<file path="config.mk">
export PLATFORM = sky130hd
export DESIGN_NAME = pwcap_timer
export DESIGN_NICKNAME = d
export VERILOG_FILES = /design/src/rtl/pwcap_pkg.sv /design/src/rtl/pwcap_sync.sv /design/src/rtl/pwcap_core.sv /design/src/rtl/pwcap_report.sv /design/src/rtl/pwcap_timer.sv
export SDC_FILE = /design/constraint.sdc
export NUM_CORES = 1
export LEC_CHECK = 0
export ABC_AREA = 0
export CAP_MARGIN = 5
export CELL_PAD_IN_SITES_DETAIL_PLACEMENT = 0
export CELL_PAD_IN_SITES_GLOBAL_PLACEMENT = 1
export CORE_MARGIN = 10
export CORE_UTILIZATION = 43
export DETAILED_ROUTE_END_ITERATION = 10
export GPL_TIMING_DRIVEN = 0
export PLACE_DENSITY = 0.85
export RECOVER_POWER = 100
export SETUP_SLACK_MARGIN = 0.2
export SLEW_MARGIN = 20
export SYNTH_ARGS = -nofsm -noshare
export SYNTH_HDL_FRONTEND = slang
export SYNTH_SLANG_ARGS = --single-unit
</file>
<file path="constraint.sdc">
create_clock -name clk -period 2.8 [get_ports clk]
set_clock_uncertainty 0.05 [all_clocks]
set_input_delay 0.42 -clock clk [delete_from_list [all_inputs] [get_ports clk]]
set_output_delay 0.42 -clock clk [all_outputs]
set_load 0.01 [all_outputs]
</file>
<file path="src/rtl/pwcap_pkg.sv">
// Package: shared types and constants for the capture timer.
// Assumes: nothing beyond IEEE 1800-2017.
package pwcap_pkg;
    typedef enum logic {ST_IDLE = 1'b0, ST_RUN = 1'b1} cap_state_t;
    localparam logic [1:0] MODE_CAPTURE = 2'b10;
endpackage

</file>
<file path="src/rtl/pwcap_sync.sv">
// Module: brings the asynchronous pin into the clock domain through
// SYNC_STAGES flops, then flags a rising or falling change between two
// consecutive synchronized samples.
// Assumes: SYNC_STAGES >= 2; the edge flags are valid one cycle after the
// last synchronizer stage sees the new level.
module pwcap_sync #(
    parameter int SYNC_STAGES = 2
) (
    input  logic clk,
    input  logic rst_n,
    input  logic pin,
    output logic rise,
    output logic fall
);
    localparam int LAST = SYNC_STAGES - 1;

    logic [SYNC_STAGES-1:0] chain;
    logic                   prev;

    // Shift the pin through the synchronizer chain and keep one history bit.
    always_ff @(posedge clk) begin
        if (!rst_n) begin
            chain <= '0;
            prev  <= 1'b0;
        end else begin
            chain <= {chain[SYNC_STAGES-2:0], pin};
            prev  <= chain[LAST];
        end
    end

    // Compare the current synchronized sample with the previous one.
    always_comb begin
        rise = chain[LAST] & ~prev;
        fall = ~chain[LAST] & prev;
    end
endmodule

</file>
<file path="src/rtl/pwcap_core.sv">
// Module: counter, idle/run state and hidden width/period buffers. It also
// decides when a refresh event fires and which values that event carries.
// Assumes: rise and fall are single-cycle and never coincide.
module pwcap_core
    import pwcap_pkg::*;
#(
    parameter int CNT_W = 32
) (
    input  logic             clk,
    input  logic             rst_n,
    input  logic             active,
    input  logic             pol_hi,
    input  logic             rpt_lead,
    input  logic             rise,
    input  logic             fall,
    output logic             upd,
    output logic [CNT_W-1:0] upd_width,
    output logic [CNT_W-1:0] upd_period,
    output logic [CNT_W-1:0] count
);
    localparam logic [CNT_W-1:0] CNT_ONE = CNT_W'(1);
    localparam logic [CNT_W-1:0] CNT_MAX = {CNT_W{1'b1}};

    cap_state_t       state;
    logic [CNT_W-1:0] wbuf;
    logic [CNT_W-1:0] pbuf;
    logic             lead;
    logic             trail;

    // Map the physical edges onto opening and closing edges by polarity.
    always_comb begin
        lead  = pol_hi ? rise : fall;
        trail = pol_hi ? fall : rise;
    end

    // Counter, run state and buffer capture.
    always_ff @(posedge clk) begin
        if (!rst_n || !active) begin
            state <= ST_IDLE;
            count <= CNT_ONE;
            wbuf  <= '0;
            pbuf  <= '0;
        end else begin
            case (state)
                ST_IDLE: if (lead) state <= ST_RUN;
                default: begin
                    if (lead) begin
                        pbuf  <= count;
                        count <= CNT_ONE;
                    end else if (count != CNT_MAX) begin
                        count <= count + CNT_ONE;
                    end
                    if (trail) wbuf <= count;
                end
            endcase
        end
    end

    // Refresh event and the values that pass through it in the same cycle.
    always_comb begin
        upd        = active && (state == ST_RUN) && (rpt_lead ? lead : trail);
        upd_width  = trail ? count : wbuf;
        upd_period = lead  ? count : pbuf;
    end
endmodule

</file>
<file path="src/rtl/pwcap_report.sv">
// Module: visible width/period registers and the interrupt latch.
// Assumes: upd is a single-cycle strobe from the core.
module pwcap_report #(
    parameter int CNT_W = 32
) (
    input  logic             clk,
    input  logic             rst_n,
    input  logic             upd,
    input  logic [CNT_W-1:0] upd_width,
    input  logic [CNT_W-1:0] upd_period,
    input  logic             irq_en,
    input  logic             irq_clr,
    output logic [CNT_W-1:0] width_val,
    output logic [CNT_W-1:0] period_val,
    output logic             irq_flag
);
    // Load both visible registers together on a refresh.
    always_ff @(posedge clk) begin
        if (!rst_n) begin
            width_val  <= '0;
            period_val <= '0;
        end else if (upd) begin
            width_val  <= upd_width;
            period_val <= upd_period;
        end
    end

    // Interrupt latch: setting wins over write-one-to-clear.
    always_ff @(posedge clk) begin
        if (!rst_n) irq_flag <= 1'b0;
        else        irq_flag <= (upd && irq_en) || (irq_flag && !irq_clr);
    end
endmodule

</file>
<file path="src/rtl/pwcap_timer.sv">
// Module: top of the pulse width and period capture timer. It wires the
// synchronizer, the counting core and the reporting registers together.
// Assumes: sig_in may be fully asynchronous; configuration inputs are static
// or change only between measurements.
module pwcap_timer
    import pwcap_pkg::*;
#(
    parameter int CNT_W       = 32,
    parameter int SYNC_STAGES = 2
) (
    input  logic             clk,
    input  logic             rst_n,
    input  logic             cap_en,
    input  logic [1:0]       cap_mode,
    input  logic             cap_pol_hi,
    input  logic             rpt_on_lead,
    input  logic             irq_en,
    input  logic             irq_clr,
    input  logic             sig_in,
    output logic [CNT_W-1:0] width_val,
    output logic [CNT_W-1:0] period_val,
    output logic             irq_flag
);
    logic             active;
    logic             rise_evt;
    logic             fall_evt;
    logic             upd_evt;
    logic [CNT_W-1:0] nxt_width;
    logic [CNT_W-1:0] nxt_period;
    logic [CNT_W-1:0] cnt_now;

    // Capture is active only in the enabled capture mode.
    always_comb active = cap_en && (cap_mode == MODE_CAPTURE);

    pwcap_sync #(.SYNC_STAGES(SYNC_STAGES)) u_sync (
        .clk  (clk),
        .rst_n(rst_n),
        .pin  (sig_in),
        .rise (rise_evt),
        .fall (fall_evt)
    );

    pwcap_core #(.CNT_W(CNT_W)) u_core (
        .clk       (clk),
        .rst_n     (rst_n),
        .active    (active),
        .pol_hi    (cap_pol_hi),
        .rpt_lead  (rpt_on_lead),
        .rise      (rise_evt),
        .fall      (fall_evt),
        .upd       (upd_evt),
        .upd_width (nxt_width),
        .upd_period(nxt_period),
        .count     (cnt_now)
    );

    pwcap_report #(.CNT_W(CNT_W)) u_report (
        .clk       (clk),
        .rst_n     (rst_n),
        .upd       (upd_evt),
        .upd_width (nxt_width),
        .upd_period(nxt_period),
        .irq_en    (irq_en),
        .irq_clr   (irq_clr),
        .width_val (width_val),
        .period_val(period_val),
        .irq_flag  (irq_flag)
    );
endmodule

</file>
==> results.cfg <==
[critical_path]
crit_path_start_kind = input pin
crit_path_max_incr_delay_ns = 0.59
crit_buf_inv = 3
worstPathMaxFanout = 10
worstPathRequired_ns = 3.07
worstPathCellList = dlygate4sd3_1 -> or3b_1 -> and3_1 -> a211oi_4 -> buf_6 -> clkbuf_2 -> o211ai_1 -> o211a_1
slowest_stage = dlygate4sd3_1
r2r-start = u_core.count[11]$_SDFFE_PP0P_
critical_path_class = input pin to flip-flop
end_kind = flip-flop
r2r_end = u_core.count[14]$_SDFFE_PP0P_
reg2reg_slack_ns = 0.19
critPathTopFamily = buffers and inverters
crit_start = cap_pol_hi
reg2reg_depth = 8
critPathArrivalTime_ns = 2.92

[sta]
period_needed_ns = 2.64
final-hold-violation-count = 0
worstMarginPinSlew_ns = 0.733
period_share_pct = 94.4
fmax_mhz = 378
setup_viol = 0
slew_violations = 0
slew_headroom_pct = 51.1
rsz0062_at_grt = true

[floorplan]
die_w_um = 150
start_util_pct = 43.8
fp.dieArea_um2 = 22500
io_pins = 75
fp-row-count = 47
die_y_um = 150
coreArea_um2 = 16600

[yosys]
yosys.cell_types.count = 57
async_reset_ff_share_pct = 0
ys_ff_latch = 165
synth.cell_area_um2 = 7260
synth_ff_type = dfxtp_1
netlist_instances = 849
synth-edff-count = 0
syn_area_per_cell_um2 = 8.56
syn_nets = 860
ys_seq_area_share_pct = 45.5
yosysWarnings = 0

[clock_network]
ctsRootBufferMaster = clkbuf_16
cts_tree = built
htreeDepth = 4
cts.clk_slew.worst_paths_ns = 0.06
cts_sinks = 165
cts_buffers = 17
clkLatencyLatePin_ns = 0.43
cts.path.max_buffers = 2

[pwr]
irDropWorstVdd_mv = 0.431
combPwrFrac_pct = 2.3
power.internal_uw = 3640
p_sw_share_pct = 21.7
p_sw_uw = 1010
power_frac_clock_pct = 47.1
leakage_uw = 0.00374
power_density_nw_per_um2 = 522
seq_power_share_pct = 50.5
fin_total_pwr_uw = 4650

[flow_run]
drv_cap = 0

[grt]
grt_pass1_vias = 6156
overflow = 0
grt_usage_pct = 18.1
grt_max_degree = 17
grt_pass1_wl_um = 32700
antenna_found_initial = 0

[hold_path]
hold-path-endpoint = u_sync.chain[1]$_SDFF_PN0_
hp-class = flip-flop to flip-flop
holdPathStages = 1
hold_start = u_sync.chain[0]$_SDFF_PN0_

[placement]
routabilityCongestion = 0.925
dpl.cell_count = 1143
io_buffers = 74
hpwl_um = 14300

[route]
drt_pass1_iterations = 5
totalWireLength_um = 20200
drcViolationCount = 0
vias = 6424
drt_first_iter_violations = 485
routedWlPerCell_um = 17.2
vias_per_cell = 5.45
drt.antenna.violating_nets = 0

[finish]
syn_to_final_growth_pct = 22.7
multiInputGateArea_um2 = 3540
diodes = 0
fin_util_pct = 53.7
nFillCells = 1619
final_nets = 958
drive_above_1_share_pct = 9.38
final_cells = 1179
regArea_um2 = 3300

[status]
outcome = finished, final reports clean
final cells by class:
cell class / instances / share of cell area (%)
plain buffers: 91 / 5.01
clock buffers: 23 / 5.25
multi-input cells: 585 / 39.7
well taps: 220 / 3.09
repair buffers: 79 / 8.69
clock inverters: 8 / 0.870
inverters: 8 / 0.351
flip-flops and latches: 165 / 37.1
power groups by stage:
stage	clock, uW	combinational (uW)	sequential, uW
after floorplan	0	65.1	2400
after detailed placement	0	108	2400
after global routing	2340	118	2350
final	2190	109	2350
after global placement	0	108	2400
after CTS	2230	109	2350
kinds of logic (layout without fill, tap and decap cells):
group | Yosys count | after routing | share of synthesized area, %
AND/OR/NAND/NOR | 339 | 339 | 20.5
buffers and inverters | 99 | 209 | 6.34
AO/OA/AOI/OAI | 184 | 184 | 19.1
multiplexers | 61 | 61 | 8.41
flip-flops | 165 | 165 | 45.5
adder cells (fa/ha/maj) | 1 | 1 | 0.172
per-stage QoR:
stage                     setup TNS [ns]  setup WS [ns]  hold WS [ns]  area, um^2
after floorplan                        0          0.634         0.362        7260
after global placement            -47.20         -0.660         0.364        8280
after CTS                              0          0.201         0.395        8880
after detailed placement          -46.93         -0.641         0.381        8280
after global routing                   0         0.0709         0.401        8910
final                                  0          0.157         0.390        8910
cells in the mapped netlist, types with 4 or more instances:
library cell | n | area, um^2
a31oi_1 | 9 | 56.3
or4_1 | 4 | 30.0
nand4_1 | 9 | 56.3
a41oi_1 | 6 | 52.6
and3_1 | 6 | 37.5
nor4_1 | 4 | 25.0
mux2i_1 | 61 | 611
o211ai_1 | 5 | 37.5
a31o_2 | 4 | 35.0
clkbuf_1 | 57 | 214
nor3_1 | 9 | 45.0
inv_1 | 7 | 26.3
o211a_1 | 26 | 260
nor2_1 | 86 | 323
buf_2 | 18 | 90.1
buf_1 | 5 | 18.8
o21ai_0 | 9 | 45.0
and2_1 | 6 | 37.5
a211oi_1 | 12 | 90.1
dfxtp_1 | 165 | 3300
a311oi_1 | 43 | 377
a21oi_1 | 53 | 265
nand2_1 | 182 | 683
nand3_1 | 15 | 75.1
timing repair:
action                     CTS  global route
setup endpoints to repair  106           105
setup buffers                2             3
gates resized for setup     13            18
hold endpoints to repair     0             0
hold buffers                 0             0
pin swaps                    1             1
layout by cell type, fill, tap and decap left out, types with 6 or more instances in the layout:
cell / netlist / final
clkbuf_1: 57 / 52
nand2_1: 182 / 182
nand4_1: 9 / 9
a41oi_1: 6 / 6
dfxtp_1: 165 / 165
buf_2: 18 / 16
buf_4: 3 / 7
a311oi_1: 43 / 43
clkbuf_2: 2 / 17
inv_1: 7 / 7
mux2i_1: 61 / 61
dlygate4sd3_1: 0 / 68
nand3_1: 15 / 15
nor2_1: 86 / 85
nor3_1: 9 / 9
o211a_1: 26 / 26
a31oi_1: 9 / 8
a211oi_1: 12 / 12
a21oi_1: 53 / 53
o21ai_0: 9 / 11
and3_1: 6 / 6
clkbuf_16: 0 / 17
clkdlybuf4s50_1: 0 / 6
worst max path at each step:
| stage | end | depth (start not counted) |
|---|---|---|
| final | u_report.width_val[11]$_SDFFE_PN0P_ | 8 |
| after global routing | u_report.period_val[28]$_SDFFE_PN0P_ | 8 |
| after CTS | u_report.width_val[11]$_SDFFE_PN0P_ | 8 |
| after detailed placement | u_report.period_val[4]$_SDFFE_PN0P_ | 7 |
| after global placement | u_report.period_val[3]$_SDFFE_PN0P_ | 7 |
| after floorplan | u_core.count[24]$_SDFFE_PP0P_ | 6 |
registers in the layout (all words and copies together), names as in the netlist:
signal,flops
u_report.width_val,32
u_report.irq_flag,1
u_sync.prev,1
u_core.state,1
u_core.pbuf,32
u_core.count,32
u_report.period_val,32
u_core.wbuf,32
u_sync.chain,2
worst reg2reg max path: stages, from the launching register on:
cell and delay [ns]:
dfxtp_1 0.30, clkbuf_2 0.23, nand3_1 0.30, or4_1 0.54
clkbuf_2 0.19, o41ai_1 0.38, buf_4 0.26, a21oi_2 0.05
a211oi_1 0.23
per-layer routing:
metal / up-vias / wire (um) / GRT usage, %
li1: 3201 / - / -
met1: 3023 / 9800 / 24.8
met2: 180 / 8850 / 27.1
met3: 20 / 1350 / 4.59
met4: 0 / 253 / 6.07
met5: - / 0 / 0
(Power assumes the default switching activity.)
